[config.mk]
export PLATFORM = sky130hd
export DESIGN_NAME = hs_seq_ctrl
export DESIGN_NICKNAME = d
export VERILOG_FILES = /design/src/rtl/hs_seq_pkg.sv /design/src/rtl/hs_sync.sv /design/src/rtl/hs_us_tick.sv /design/src/rtl/hs_mr_filter.sv /design/src/rtl/hs_seq_ctrl.sv
export SDC_FILE = /design/constraint.sdc
export NUM_CORES = 1
export LEC_CHECK = 0
export CORE_MARGIN = 10
export CORE_UTILIZATION = 30
export CTS_CLUSTER_DIAMETER = 100
export DETAILED_ROUTE_END_ITERATION = 7
export PLACE_DENSITY = 0.48
export SLEW_MARGIN = 15
export SYNTH_ARGS = -nofsm -noshare
export SYNTH_HDL_FRONTEND = slang
export SYNTH_SLANG_ARGS = --single-unit
export TNS_END_PERCENT = 50
[constraint.sdc]
create_clock -name clk -period 2.6 [get_ports clk]
set_clock_uncertainty 0.2 [all_clocks]
set_input_delay 0.26 -clock clk [delete_from_list [all_inputs] [get_ports clk]]
set_output_delay 0.26 -clock clk [all_outputs]
set_load 0.02 [all_outputs]
[src/rtl/hs_seq_pkg.sv]
package hs_seq_pkg;

    typedef enum logic [1:0] {
        ST_POR_WAIT  = 2'd0,
        ST_RAMP      = 2'd1,
        ST_ON        = 2'd2,
        ST_FAULT_OFF = 2'd3
    } hs_state_e;

    // gate current select to current in 10 uA units
    function automatic logic [3:0] sel_to_cur(input logic [1:0] sel);
        logic [3:0] cur;
        case (sel)
            2'b00:   cur = 4'd5;
            2'b01:   cur = 4'd1;
            2'b10:   cur = 4'd7;
            default: cur = 4'd15;
        endcase
        return cur;
    endfunction

endpackage

[src/rtl/hs_sync.sv]
module hs_sync #(
    parameter int unsigned   W       = 1,
    parameter logic [W-1:0]  RST_VAL = '0
) (
    input  logic         clk,
    input  logic         rst_n,
    input  logic [W-1:0] async_i,
    output logic [W-1:0] sync_o
);
    logic [W-1:0] meta_q;
    logic [W-1:0] stable_q;

    always_ff @(posedge clk or negedge rst_n) begin
        if (!rst_n) begin
            meta_q   <= RST_VAL;
            stable_q <= RST_VAL;
        end else begin
            meta_q   <= async_i;
            stable_q <= meta_q;
        end
    end

    assign sync_o = stable_q;
endmodule

[src/rtl/hs_us_tick.sv]
module hs_us_tick #(
    parameter int unsigned CLKS_PER_US = 100
) (
    input  logic clk,
    input  logic rst_n,
    output logic tick
);
    localparam int unsigned CW = (CLKS_PER_US > 2) ? $clog2(CLKS_PER_US) : 1;
    localparam logic [CW-1:0] LAST = CW'(CLKS_PER_US - 1);

    typedef struct packed {
        logic [CW-1:0] cnt;
        logic          tick;
    } tick_t;

    tick_t d, q;

    always_comb begin
        d      = q;
        d.tick = 1'b0;
        if (q.cnt == LAST) begin
            d.cnt  = '0;
            d.tick = 1'b1;
        end else begin
            d.cnt = q.cnt + 1'b1;
        end
    end

    always_ff @(posedge clk or negedge rst_n) begin
        if (!rst_n) q <= '0;
        else        q <= d;
    end

    assign tick = q.tick;


    tick_spacing_chk: assert property (@(posedge clk) disable iff (!rst_n)
        q.tick |=> !q.tick);
endmodule

[src/rtl/hs_mr_filter.sv]
module hs_mr_filter #(
    parameter int unsigned MR_MIN_US = 5
) (
    input  logic clk,
    input  logic rst_n,
    input  logic tick,
    input  logic mr_low,
    output logic hold
);
    localparam int unsigned MW = $clog2(MR_MIN_US + 1);
    localparam logic [MW-1:0] LIMIT = MW'(MR_MIN_US);

    typedef struct packed {
        logic [MW-1:0] cnt;
        logic          hold;
    } mrf_t;

    mrf_t d, q;

    always_comb begin
        d = q;
        if (!mr_low) begin
            d.cnt  = '0;
            d.hold = 1'b0;
        end else if (!q.hold && tick) begin
            d.cnt = q.cnt + 1'b1;
            if (q.cnt + 1'b1 == LIMIT) d.hold = 1'b1;
        end
    end

    always_ff @(posedge clk or negedge rst_n) begin
        if (!rst_n) q <= '0;
        else        q <= d;
    end

    assign hold = q.hold;


    mr_release_chk: assert property (@(posedge clk) disable iff (!rst_n)
        !mr_low |=> !q.hold);


    mr_rise_low_chk: assert property (@(posedge clk) disable iff (!rst_n)
        $rose(q.hold) |-> $past(mr_low) && $past(tick));
endmodule

[src/rtl/hs_seq_ctrl.sv]
module hs_seq_ctrl
    import hs_seq_pkg::*;
#(
    parameter int unsigned CLKS_PER_US = 100,
    parameter int unsigned POR_US      = 100000,
    parameter int unsigned MR_MIN_US   = 5
) (
    input  logic       clk,
    input  logic       rst_n,
    input  logic       ov_flag,
    input  logic       uv_main_flag,
    input  logic       uv_batt_flag,
    input  logic       batt_mode,
    input  logic       oc_fault,
    input  logic       gate_full,
    input  logic       mr_n,
    input  logic [1:0] cur_sel,
    output logic       gate_en,
    output logic [3:0] gate_cur,
    output logic       pgood_n,
    output logic       inrush
);
    localparam int unsigned POR_W    = $clog2(POR_US + 1);
    localparam logic [POR_W-1:0] POR_LAST = POR_W'(POR_US - 1);
    localparam int unsigned SW       = 9;
    localparam logic [SW-1:0] SYNC_RST = 9'b00_1_000000;

    typedef struct packed {
        hs_state_e        state;
        logic [POR_W-1:0] por_cnt;
        logic             gate_en;
        logic             pgood_n;
        logic             inrush;
        logic [3:0]       gate_cur;
    } ctl_t;

    ctl_t d, q;

    logic [SW-1:0] raw_in, syn;
    logic          tick, mr_hold;
    logic          ov_s, uvm_s, uvb_s, full_s, oc_s, batt_s, mr_n_s;
    logic [1:0]    sel_s;
    logic          uv_sel, ovuv_bad, trip;

    assign raw_in = {cur_sel, mr_n, batt_mode, oc_fault, gate_full,
                     uv_batt_flag, uv_main_flag, ov_flag};

    hs_sync #(.W(SW), .RST_VAL(SYNC_RST)) u_sync (
        .clk(clk), .rst_n(rst_n), .async_i(raw_in), .sync_o(syn)
    );

    assign {sel_s, mr_n_s, batt_s, oc_s, full_s, uvb_s, uvm_s, ov_s} = syn;

    hs_us_tick #(.CLKS_PER_US(CLKS_PER_US)) u_tick (
        .clk(clk), .rst_n(rst_n), .tick(tick)
    );

    hs_mr_filter #(.MR_MIN_US(MR_MIN_US)) u_mrf (
        .clk(clk), .rst_n(rst_n), .tick(tick), .mr_low(!mr_n_s), .hold(mr_hold)
    );

    assign uv_sel   = batt_s ? uvb_s : uvm_s;
    assign ovuv_bad = ov_s | uv_sel;
    assign trip     = ovuv_bad | oc_s | mr_hold;

    always_comb begin
        d = q;
        unique case (q.state)
            ST_POR_WAIT: begin
                if (tick) begin
                    if (q.por_cnt == POR_LAST) begin
                        d.state  = trip ? ST_FAULT_OFF : ST_RAMP;
                        d.inrush = 1'b1;
                    end else begin
                        d.por_cnt = q.por_cnt + 1'b1;
                    end
                end
            end
            ST_RAMP: begin
                if (trip)        d.state = ST_FAULT_OFF;
                else if (full_s) d.state = ST_ON;
            end
            ST_ON: begin
                if (trip)         d.state = ST_FAULT_OFF;
                else if (!full_s) d.state = ST_RAMP;
            end
            ST_FAULT_OFF: begin
                if (!trip) d.state = ST_RAMP;
            end
            default: d.state = ST_FAULT_OFF;
        endcase

        d.gate_en  = (d.state == ST_RAMP) || (d.state == ST_ON);
        d.pgood_n  = (d.state != ST_ON);
        if (d.state == ST_ON) d.inrush = 1'b0;
        d.gate_cur = d.gate_en ? sel_to_cur(sel_s) : 4'd0;
    end

    always_ff @(posedge clk or negedge rst_n) begin
        if (!rst_n) begin
            q         <= '0;
            q.state   <= ST_POR_WAIT;
            q.pgood_n <= 1'b1;
        end else begin
            q <= d;
        end
    end

    assign gate_en  = q.gate_en;
    assign gate_cur = q.gate_cur;
    assign pgood_n  = q.pgood_n;
    assign inrush   = q.inrush;


    por_gate_off_chk: assert property (@(posedge clk) disable iff (!rst_n)
        (q.state == ST_POR_WAIT) |-> (!q.gate_en && q.pgood_n && q.gate_cur == 4'd0));


    ovuv_off_chk: assert property (@(posedge clk) disable iff (!rst_n)
        ovuv_bad |=> (!q.gate_en && q.pgood_n));


    oc_off_chk: assert property (@(posedge clk) disable iff (!rst_n)
        oc_s |=> (!q.gate_en && q.pgood_n));


    mr_off_chk: assert property (@(posedge clk) disable iff (!rst_n)
        mr_hold |=> !q.gate_en);


    pg_feedback_chk: assert property (@(posedge clk) disable iff (!rst_n)
        !q.pgood_n |-> (q.gate_en && $past(full_s)));


    pg_inrush_chk: assert property (@(posedge clk) disable iff (!rst_n)
        !q.pgood_n |-> !q.inrush);


    inrush_once_chk: assert property (@(posedge clk) disable iff (!rst_n)
        $rose(q.inrush) |-> ($past(q.state) == ST_POR_WAIT));


    cur_off_chk: assert property (@(posedge clk) disable iff (!rst_n)
        !q.gate_en |-> (q.gate_cur == 4'd0));
endmodule

==> metrics.yaml <==
wire_per_inst_um: 11.6
endpoint_kind: "flop"
multiInputGateArea_um2: 756
drv_slew: 0
worst_path_max_delay_cell: "or4_4"
grt_max_degree: 35
overflow: 0
drive_above_1_share_pct: 12.9
diodes: 0
power.density_mw_per_mm2: 565
dr_wl_met3_um: 133
regArea_mm2: 0.00138
criticalPathCategory: "reg2reg"
drt-vias-per-instance: 4.23
hold_viol: 0
max_freq_mhz: 395
fp.dieH_um: 105
min_path_type: "reg2reg"
grt_pass1_wl_mm: 6.30
post-route-cell-area_mm2: 0.00262
grt_pass1_vias: 1359
slowest_delay_ps: 530
clock-sinks: 55
ys_ff_latch: 55
crit_path_cell_trace: "or4bb_1 > or4_4 > o21a_4 > nand2b_4 > ha_4 > inv_1 > and3_1"
netlist_area_mm2: 0.00218
rsz0062_at_grt: "no"
drtIter0Drc: 37
synthCells: 173
worst_ep_required_time_ps: 2590
synth_edf_count: 0
numCtsBuffers: 5
routed.top_layer: "met4"
fin_crit_sh_pct: 97.5
arrival_ps: 2530
rows: 31
nets: 216
place_area_mm2: 0.00250
antenna_found_initial: 0
core_area_mm2: 0.00718
ys_types: 33
area_growth_pct: 20.3
track_usage_pct: 6.89
ios: 18
ys.flop_type: "dfrtp_1"
synth_seq_area_share_pct: 63.3
critPathLaunchType: "flop"
synthTopCellsByArea: "dfrtp_1 60%, xnor2_1 6.8%, dfstp_2 3.6%"
cts_max_path_buffers: 2
cts_tree: "yes"
ir_worst_vdd_uv: 260
synth_area_leader_cell: "dfrtp_1"
remaining_drc_errors: 0
insertion_delay_ps: 300
first_pass_iters: 4
maxCapViolCount: 0
dieWidth_um: 105
cts-htree-levels: 2
initial_core_util_pct: 30.4
clk_pin_slew_ps: 90
drtAntennaViolNets: 0
wl_met1_mm: 1.65
p_total_mw: 1.48
synth_top_area_share_pct: 59.7
num_vias: 1268
setup_viol: 0
finalWeightedCongestion: 0.685
avgSynthCellArea_um2: 12.6
syn_nets: 189
p_leak_nw: 1.18
wl_met2_mm: 1.68
fp.dieArea_mm2: 0.0111
relSlewSlack_pct: 49.6
totalWireLength_mm: 3.49
ys_warn_count: 0
port-buffer-count: 17
path_delay_family: "simple AND/OR/NAND/NOR gates"
tightest_slew_ps: 756
crit_buf_inv: 1
synth_common_cells: "52 x dfrtp_1, 17 x xnor2_1, 16 x nor2_1"
fillers: 703
fin_crit_ps: 2530
place_hpwl_mm: 2.52
synth-async-reset-ratio_pct: 100
path_max_fanout: 4
ctsRootBufferMaster: "clkbuf_8"
tns_ps: 0
synth.most_common_cell: "dfrtp_1"
status: "completed"
==> cell usage in the layout, fill, tap and decap left out, types with 2 or more instances in the layout <==
master / n
nor3b_1: 2
clkdlybuf4s50_1: 16
buf_4: 7
xnor2_1: 17
clkbuf_8: 6
and3_1: 7
nor4_1: 2
nand2_1: 9
xor2_1: 7
ha_1: 4
dfstp_2: 3
inv_1: 5
nor2b_1: 2
nor2_1: 15
dfrtp_1: 52
nor3_1: 2
mux2i_1: 2
nand3_1: 13
a21oi_1: 4
nand4_1: 6
==> what timing repair did <==
action	in CTS	in global routing
setup endpoints to repair	0	2
resized for setup	0	0
setup buffers	0	0
hold buffers	1	0
hold endpoints to repair	29	0
==> final timing paths <==
| path | to | depth (start not counted) | slack [ps] | startpoint |
|---|---|---|---|---|
| max in group asynchronous | u_sync.sync_o[3] | 3 | 1180 | rst_n |
| min reg2reg | u_sync.sync_o[7] | 0 | 150 | u_sync.meta_q[7] |
| min in group asynchronous | q[11] | 2 | 350 | rst_n |
| max | gate_cur[3] | 7 | 70 | q[21] |
| min | u_sync.sync_o[7] | 0 | 150 | u_sync.meta_q[7] |
| max reg2reg | gate_cur[3] | 7 | 70 | q[21] |
==> area by class of cell <==
cell class,count,share of cell area [%]
Tap cell,99,4.72
Inverter,5,0.715
Timing Repair Buffer,25,8.68
Sequential cell,55,52.6
Clock inverter,2,1.34
Multi-Input combinational cell,108,28.8
Clock buffer,6,3.15
==> logic make-up after synthesis <==
kind of cell | Yosys count | synth area share, %
buffers and inverters | 10 | 2.75
AND/OR/NAND/NOR | 66 | 16.6
multiplexers | 3 | 1.43
adder cells (fa/ha/maj) | 5 | 2.87
XOR/XNOR | 24 | 9.64
AO/OA/AOI/OAI | 10 | 3.38
flip-flops | 55 | 63.3
==> worst reg2reg max path, cell delays in order, from the launching register on <==
cell	delay [ps]
dfrtp_1	400
or4bb_1	480
or4_4	530
o21a_4	220
nand2b_4	140
ha_4	280
inv_1	40
and3_1	130
==> through the flow <==
step           setup slack, ps  std cells  hold slack, ps  util (%)
2_1_floorplan             9.18        173            -236         -
3_3_place_gp              68.2        291             132      34.8
3_5_place_dp              34.6        291             136      34.8
4_1_cts                   26.7        300             145      36.6
5_1_grt                   3.74        300             145      36.6
6_report                  66.2        300             153      36.6
==> sequential cells by signal, summed over array words and instances, names as in the netlist <==
signal         flops
pgood_n            1
gate_cur           4
u_tick.q           7
u_mrf.q            3
u_sync.meta_q      9
u_tick.tick        1
q                 19
u_sync.sync_o      9
inrush             1
u_mrf.hold         1
==> report_power, final <==
group	internal [mW]	switching [mW]	total, mW
Combinational	0.0169	0.0200	0.0369
Sequential	0.870	0.00493	0.875
Clock	0.312	0.258	0.569
==> routing by layer <==
layer | track usage, % | up-vias
met5 | 0 | -
met4 | 2.35 | 0
met3 | 2.50 | 2
met2 | 11.4 | 15
met1 | 8.11 | 616
li1 | - | 635
Power figures use the tool's default switching activity.
